==> src/rtl/unlock_pkg.sv <==
package unlock_pkg;
  localparam int unsigned KEY_COUNT  = 7;
  localparam int unsigned KEY_W      = 8;
  localparam int unsigned STEP_W     = $clog2(KEY_COUNT + 1);
  localparam int unsigned KEY_BASE   = 4;
  localparam int unsigned KEY_STRIDE = 4;

  // key bytes in required order
  function automatic logic [KEY_W-1:0] key_value(int unsigned idx);
    case (idx)
      0:       return 8'hC6;
      1:       return 8'h9A;
      2:       return 8'h59;
      3:       return 8'hA3;
      4:       return 8'h57;
      5:       return 8'h67;
      6:       return 8'hD2;
      default: return '0;
    endcase
  endfunction

  function automatic int unsigned key_offset(int unsigned idx);
    return KEY_BASE + KEY_STRIDE * idx;
  endfunction
endpackage

==> src/rtl/unlock_key_table.sv <==
module unlock_key_table
  import unlock_pkg::*;
#(
  parameter int unsigned ADDR_W = 8
) (
  input  logic [STEP_W-1:0] step_i,
  output logic [ADDR_W-1:0] exp_addr_o,
  output logic [KEY_W-1:0]  exp_key_o
);
  always_comb begin
    exp_addr_o = '0;
    exp_key_o  = '0;
    for (int i = 0; i < KEY_COUNT; i++) begin
      if (step_i == STEP_W'(i)) begin
        exp_addr_o = ADDR_W'(key_offset(i));
        exp_key_o  = key_value(i);
      end
    end
  end
endmodule

==> src/rtl/unlock_write_decode.sv <==
module unlock_write_decode
  import unlock_pkg::*;
#(
  parameter int unsigned ADDR_W = 8
) (
  input  logic              we_i,
  input  logic [ADDR_W-1:0] addr_i,
  input  logic [KEY_W-1:0]  key_i,
  input  logic [ADDR_W-1:0] exp_addr_i,
  input  logic [KEY_W-1:0]  exp_key_i,
  output logic              hit_o,
  output logic              match_o
);
  logic [KEY_COUNT-1:0] hit_vec;

  for (genvar g = 0; g < KEY_COUNT; g++) begin : g_hit
    assign hit_vec[g] = (addr_i == ADDR_W'(key_offset(g)));
  end

  assign hit_o   = we_i & (|hit_vec);
  assign match_o = we_i & (addr_i == exp_addr_i) & (key_i == exp_key_i);
endmodule

==> src/rtl/unlock_step_fsm.sv <==
module unlock_step_fsm
  import unlock_pkg::*;
(
  input  logic              clk_i,
  input  logic              rst_ni,
  input  logic              hit_i,
  input  logic              match_i,
  output logic [STEP_W-1:0] step_q_o,
  output logic              open_o
);
  localparam logic [STEP_W-1:0] LAST_STEP = STEP_W'(KEY_COUNT - 1);

  typedef enum logic {ST_SEEK, ST_OPEN} state_e;
  state_e            state_q;
  logic [STEP_W-1:0] step_q;

  always_ff @(posedge clk_i or negedge rst_ni) begin
    if (!rst_ni) begin
      state_q <= ST_SEEK;
      step_q  <= '0;
    end else if (state_q == ST_SEEK && hit_i) begin
      if (match_i) begin
        if (step_q == LAST_STEP) state_q <= ST_OPEN;
        else                     step_q  <= step_q + 1'b1;
      end else begin
        step_q <= '0;
      end
    end
  end

  assign step_q_o = step_q;
  assign open_o   = (state_q == ST_OPEN);
endmodule

==> src/rtl/unlock_guard.sv <==
module unlock_guard
  import unlock_pkg::*;
#(
  parameter int unsigned ADDR_W = 8,
  parameter int unsigned DATA_W = 32
) (
  input  logic              clk_i,
  input  logic              rst_ni,
  input  logic              we_i,
  input  logic [ADDR_W-1:0] addr_i,
  input  logic [DATA_W-1:0] wdata_i,
  output logic              unlocked_o,
  output logic [STEP_W-1:0] step_o
);
  localparam logic [STEP_W-1:0] OPEN_CODE = STEP_W'(KEY_COUNT);

  logic [ADDR_W-1:0] exp_addr;
  logic [KEY_W-1:0]  exp_key;
  logic              hit, match, open;
  logic [STEP_W-1:0] step_q;
  logic              unused_hi;

  assign unused_hi = ^wdata_i[DATA_W-1:KEY_W];

  unlock_key_table #(.ADDR_W(ADDR_W)) u_table (
    .step_i     (step_q),
    .exp_addr_o (exp_addr),
    .exp_key_o  (exp_key)
  );

  unlock_write_decode #(.ADDR_W(ADDR_W)) u_decode (
    .we_i       (we_i),
    .addr_i     (addr_i),
    .key_i      (wdata_i[KEY_W-1:0]),
    .exp_addr_i (exp_addr),
    .exp_key_i  (exp_key),
    .hit_o      (hit),
    .match_o    (match)
  );

  unlock_step_fsm u_fsm (
    .clk_i    (clk_i),
    .rst_ni   (rst_ni),
    .hit_i    (hit),
    .match_i  (match),
    .step_q_o (step_q),
    .open_o   (open)
  );

  assign unlocked_o = open;
  assign step_o     = open ? OPEN_CODE : step_q;
endmodule

==> config.mk <==
export PLATFORM = sky130hd
export DESIGN_NAME = unlock_guard
export DESIGN_NICKNAME = d
export VERILOG_FILES = /design/src/rtl/unlock_pkg.sv /design/src/rtl/unlock_key_table.sv /design/src/rtl/unlock_write_decode.sv /design/src/rtl/unlock_step_fsm.sv /design/src/rtl/unlock_guard.sv
export SDC_FILE = /design/constraint.sdc
export NUM_CORES = 1
export LEC_CHECK = 0
export CAP_MARGIN = 25
export CORE_MARGIN = 5
export CORE_UTILIZATION = 36
export CTS_CLUSTER_SIZE = 25
export DETAILED_ROUTE_END_ITERATION = 8
export PLACE_DENSITY = 0.87
export SLEW_MARGIN = 15
export SYNTH_ARGS = -nofsm -noshare
export SYNTH_HDL_FRONTEND = slang
export SYNTH_SLANG_ARGS = --single-unit
==> constraint.sdc <==
create_clock -name clk_i -period 2.9 [get_ports clk_i]
set_input_delay 0.58 -clock clk_i [delete_from_list [all_inputs] [get_ports clk_i]]
set_output_delay 0.58 -clock clk_i [all_outputs]
set_load 0.01 [all_outputs]
==> results of run 1 <==
layout make-up:
type / count / area share, %
repair buffers: 23 / 23.3
clock buffers: 3 / 2.31
inverters: 4 / 1.54
flip-flops and latches: 4 / 10.3
multi-input cells: 82 / 59.1
well taps: 27 / 3.46
worst paths after layout:
check	from	end	slack, ps	cells past startpoint
max	u_fsm.step_q_o[0]	u_fsm.step_q_o[0]	410	7
min	rst_ni	u_fsm.open_o	540	1
max reg2reg	u_fsm.step_q_o[0]	u_fsm.step_q_o[0]	410	7
min reg2reg	u_fsm.open_o	u_fsm.open_o	570	1
max in group asynchronous	rst_ni	u_fsm.step_q_o[1]	2200	1
min in group clk_i	u_fsm.open_o	u_fsm.open_o	570	1
kinds of logic (layout without fill, tap and decap cells):
family | count (synthesis) | after routing | share of synthesized area, %
XOR/XNOR | 2 | 2 | 2.43
buffers and inverters | 8 | 30 | 6.08
AND/OR/NAND/NOR | 50 | 50 | 41.8
AO/OA/AOI/OAI | 25 | 25 | 27.1
flip-flops | 4 | 4 | 13.9
adder cells (fa/ha/maj) | 5 | 5 | 8.68
sequential cells by signal, summed over array words and instances, names as in the netlist:
name            count
u_fsm.step_q_o      3
u_fsm.open_o        1
through the flow:
step	setup slack [ps]	hold slack (ps)
after global placement	277	545
after CTS	377	536
after global routing	213	535
after detailed placement	231	543
final	410	541
after floorplan	673	284
layer usage:
| layer | vias up | track usage (%) | share of wire, % |
|---|---|---|---|
| li1 | 399 | - | - |
| met1 | 368 | 17.4 | 45 |
| met2 | 22 | 24.2 | 49 |
| met3 | 8 | 2.18 | 2.7 |
| met4 | 0 | 8.71 | 2.8 |
| met5 | - | 0 | 0 |
placed cells by master, fill, tap and decap left out, drive strengths merged, types with 2 or more instances in the layout:
cell / instances
clkbuf: 3
nor4b: 2
clkdlybuf4s50: 22
nand2b: 5
o31ai: 2
a21oi: 4
or2: 4
inv: 3
nand4: 3
nand2: 7
nor2b: 3
dfrtp: 4
nor2: 9
ha: 5
nand3: 2
o21ai: 6
a31oi: 2
a211oi: 2
or3: 3
nor3: 4
worst max-delay path: stages, from the launching register on:
cell and delay [ps]:
dfrtp_1 440, ha_1 250, ha_1 280, nor2b_1 210, or3_1 400, a2111oi_4 500, nand3_2 170, a21oi_1 160
power breakdown:
group          switching (mW)  leakage [nW]  total, mW  internal [mW]
Sequential        0.000000329        0.0559     0.0562         0.0562
Combinational          0.0144         0.306     0.0429         0.0285
Clock                  0.0212        0.0138     0.0673         0.0462
==> impl_metrics.json, run 1 <==
{
  "postSynthAreaPerCell_um2": 7.67,
  "clock_latency_ps": 230,
  "critical_path_required_ps": 3050,
  "crit_type": "reg2reg",
  "area_growth_pct": 35.4,
  "synth_cell_types": 43,
  "p_leak_nw": 0.375,
  "synth_cells": 94,
  "cts_resized": 0,
  "yosysTopAreaCell": "dfrtp_1",
  "cts_buffers": 3,
  "drc_errors": 0,
  "final_util_pct": 50.3,
  "hold_viol_final": 0,
  "ys.flop_type": "dfrtp_1",
  "hold_buffers": 0,
  "fin_total_pwr_mw": 0.166,
  "hold_path_class": "in2async",
  "fin_area_um2": 976,
  "grt_pass1_vias": 787,
  "fin_crit_ps": 2490,
  "num_vias": 797,
  "io_pins": 47,
  "std_cell_rows": 16,
  "synth_area_leaders": "dfrtp_1, ha_1, nor2_1, nand2b_1, o21ai_0",
  "grt_max_degree": 18,
  "cts-root-buf": "clkbuf_4",
  "powerDensity_nw_per_um2": 170,
  "cp.arrival_ps": 2640,
  "critPathLaunchType": "register",
  "synth_top_area_share_pct": 13.9,
  "cts_setup_buffers": 0,
  "max_slew_margin_pct": 71.9,
  "yosys.cell_count.top_type": "nor2_1",
  "place_inst": 140,
  "cts_tree": "done",
  "netlist_area_um2": 721,
  "drt_iter0_drc": 9,
  "ant_nets": 0,
  "worst_setup_path_end_kind": "register",
  "io_buffers": 22,
  "instances_no_fill": 143,
  "synth_seq_cells": 4,
  "ys_seq_area_share_pct": 13.9,
  "synth_enable_flop_cells": 0,
  "grt_pass1_wl_um": 3190,
  "tns_ps": 0,
  "fp.dieArea_um2": 3000,
  "antennaDiodeCount": 0,
  "antenna_found_initial": 0,
  "clk_pin_slew_ps": 40,
  "ir_drop_v": 0.000220,
  "vias_per_cell": 5.57,
  "die-height_um": 54.7,
  "die_x_um": 54.7,
  "syn_nets": 142,
  "clock_path_buffers": 2,
  "setup_viol_count_final": 0,
  "cap_violations": 0,
  "drtPass1Iterations": 4,
  "drv_slew": 0,
  "grt_overflow_total": 0,
  "async_reset_ff_share_pct": 100,
  "cts.sinks": 4,
  "place_congestion": 0.809,
  "hpwlAfterDp_um": 1500,
  "drive_gt1_share_pct": 12.1,
  "place_area_um2": 953,
  "final_nets": 166,
  "rsz0062_at_grt": "no",
  "ys_warn_count": 0,
  "start_util_pct": 37.1,
  "nFillCells": 203,
  "wl_per_cell_um": 13.1,
  "cts.htree.levels": 1,
  "post-route-period-util_pct": 85.9,
  "synth_commonest_cells": "nor2_1, nand2_1, o21ai_0",
  "critPathMaxFanout": 8,
  "coreArea_um2": 1940,
  "grt_use_total_pct": 14.6,
  "regArea_um2": 100,
  "multi_input_area_um2": 577,
  "wl_um": 1880,
  "fmax_mhz": 402,
  "worst_pin_slew_ps": 422,
  "finClkSkew_ps": 1.78,
  "status": "complete, no violations"
}
Power figures use the tool's default switching activity.
==> run 2, diff against run 1 <==
--- a/config.mk
+++ b/config.mk
@@ -11,7 +11,9 @@
 export CTS_CLUSTER_SIZE = 25
 export DETAILED_ROUTE_END_ITERATION = 8
 export PLACE_DENSITY = 0.87
-export SLEW_MARGIN = 15
+export SETUP_SLACK_MARGIN = 0.5
+export SLEW_MARGIN = 20
 export SYNTH_ARGS = -nofsm -noshare
 export SYNTH_HDL_FRONTEND = slang
 export SYNTH_SLANG_ARGS = --single-unit
+export TNS_END_PERCENT = 1
==> impl_metrics.json, run 2 (synthesis results as in run 1) <==
{
  "num_vias": 795,
  "status": "complete, no violations",
  "die-height_um": 54.7,
  "fin_crit_ps": 2290,
  "cts.htree.levels": 1,
  "place_congestion": 0.809,
  "area_growth_pct": 44.6,
  "fp.dieArea_um2": 3000,
  "vias_per_cell": 5.48,
  "wl_um": 1990,
  "std_cell_rows": 16,
  "wl_met1_um": 856,
  "ff2ff_setup_slack_ps": 640,
  "tns_ps": 0,
  "drtPass1Iterations": 4,
  "drt_iter0_drc": 9,
  "final_cell_mix": "clkdlybuf4s50_1, nor2_1, nand2_1, o21ai_0, nand2b_1",
  "drc_errors": 0,
  "cap_violations": 0,
  "post-route-period-util_pct": 79.0,
  "drv_slew": 0,
  "die_x_um": 54.7,
  "rsz0062_at_grt": "no",
  "powerDensity_nw_per_um2": 163,
  "post-place-ws_ps": 231,
  "critical_path_required_ps": 3060,
  "cts.sinks": 4,
  "antennaDiodeCount": 0,
  "coreArea_um2": 1940,
  "finClkSkew_ps": 1.79,
  "final_nets": 168,
  "cts_tree": "done",
  "critPathMaxFanout": 5,
  "hold_path_class": "in2async",
  "worst_setup_path_end_kind": "register",
  "ant_nets": 0,
  "grt_overflow_total": 0,
  "hold_viol_final": 0,
  "cp.arrival_ps": 2450,
  "largest_reg_flops": 3,
  "p_leak_nw": 0.385,
  "start_util_pct": 37.1,
  "grt_use_total_pct": 14.7,
  "final_util_pct": 53.7,
  "route.met3.wl_um": 51,
  "setup_slack_ps": 608,
  "dr.max_layer_used": "met4",
  "nFillCells": 192,
  "grt_pass1_vias": 796,
  "critPathLaunchType": "input pin",
  "ir_drop_v": 0.000222,
  "clock_path_buffers": 2,
  "mostFrequentLayoutCell": "clkdlybuf4s50_1",
  "cts-root-buf": "clkbuf_4",
  "wl_met2_um": 1050,
  "clock_latency_ps": 230,
  "io_pins": 47,
  "cts_buffers": 3,
  "setup_viol_count_final": 0,
  "antenna_found_initial": 0,
  "crit_type": "in2reg",
  "drive_gt1_share_pct": 22.9,
  "hpwlAfterDp_um": 1500,
  "wl_per_cell_um": 13.7,
  "grt_max_degree": 18,
  "clk_pin_slew_ps": 40,
  "io_buffers": 22,
  "max_slew_margin_pct": 72.6,
  "worst_pin_slew_ps": 410,
  "grt_pass1_wl_um": 3220,
  "fin_total_pwr_mw": 0.170,
  "fmax_mhz": 436
}
==> run 2: layout make-up <==
type | count | area (um^2) | share of cell area [%]
Multi-Input combinational cell | 82 | 626 | 60.0
Tap cell | 27 | 33.8 | 3.24
Inverter | 4 | 15.0 | 1.44
Timing Repair Buffer | 25 | 243 | 23.3
Sequential cell | 4 | 103 | 9.84
Clock buffer | 3 | 22.5 | 2.16
==> run 2: path summary, 6_finish.rpt <==
path	from	to	cells past startpoint
max	addr_i[5]	u_fsm.step_q_o[0]	8
min	rst_ni	u_fsm.open_o	1
max reg2reg	u_fsm.step_q_o[0]	u_fsm.step_q_o[0]	8
min reg2reg	u_fsm.open_o	u_fsm.open_o	1
max in group asynchronous	rst_ni	u_fsm.step_q_o[1]	1
min in group clk_i	u_fsm.open_o	u_fsm.open_o	1
==> run 2: routing by layer <==
metal | vias to the layer above | global-route usage [%]
li1 | 401 | -
met5 | - | 0
met1 | 376 | 17.6
met2 | 14 | 24.8
met4 | 0 | 8.30
met3 | 4 | 2.18
==> run 2: worst max-delay path, cell delays in order <==
cell and delay, ps:
clkdlybuf4s50_1 410, or4b_4 550, nor3_4 210, o2111ai_2 150, nor4_4 150, buf_4 190, a31oi_1 90, a21oi_2 110
==> run 2: timing repair <==
item / 4_1_cts / 5_1_grt
hold buffers: 0 / 0
buffers inserted: 2 / 0
pin swaps: 2 / 2
setup endpoints to repair: 4 / 4
resized for setup: 1 / 12
==> run 2: stage by stage <==
stage,hold WS [ps],instances,cell area [um^2]
after global routing,534,145,1040
after global placement,545,140,953
after floorplan,284,94,721
after detailed placement,543,140,953
after CTS,536,145,993
final,541,145,1040
==> run 2: where the power goes <==
part | total [mW] | internal (mW) | leakage (nW) | switching (mW)
Sequential | 0.0561 | 0.0561 | 0.0526 | 0.000000361
Combinational | 0.0461 | 0.0298 | 0.319 | 0.0163
Clock | 0.0673 | 0.0462 | 0.0138 | 0.0211
Total | 0.170 | 0.132 | 0.385 | 0.0374
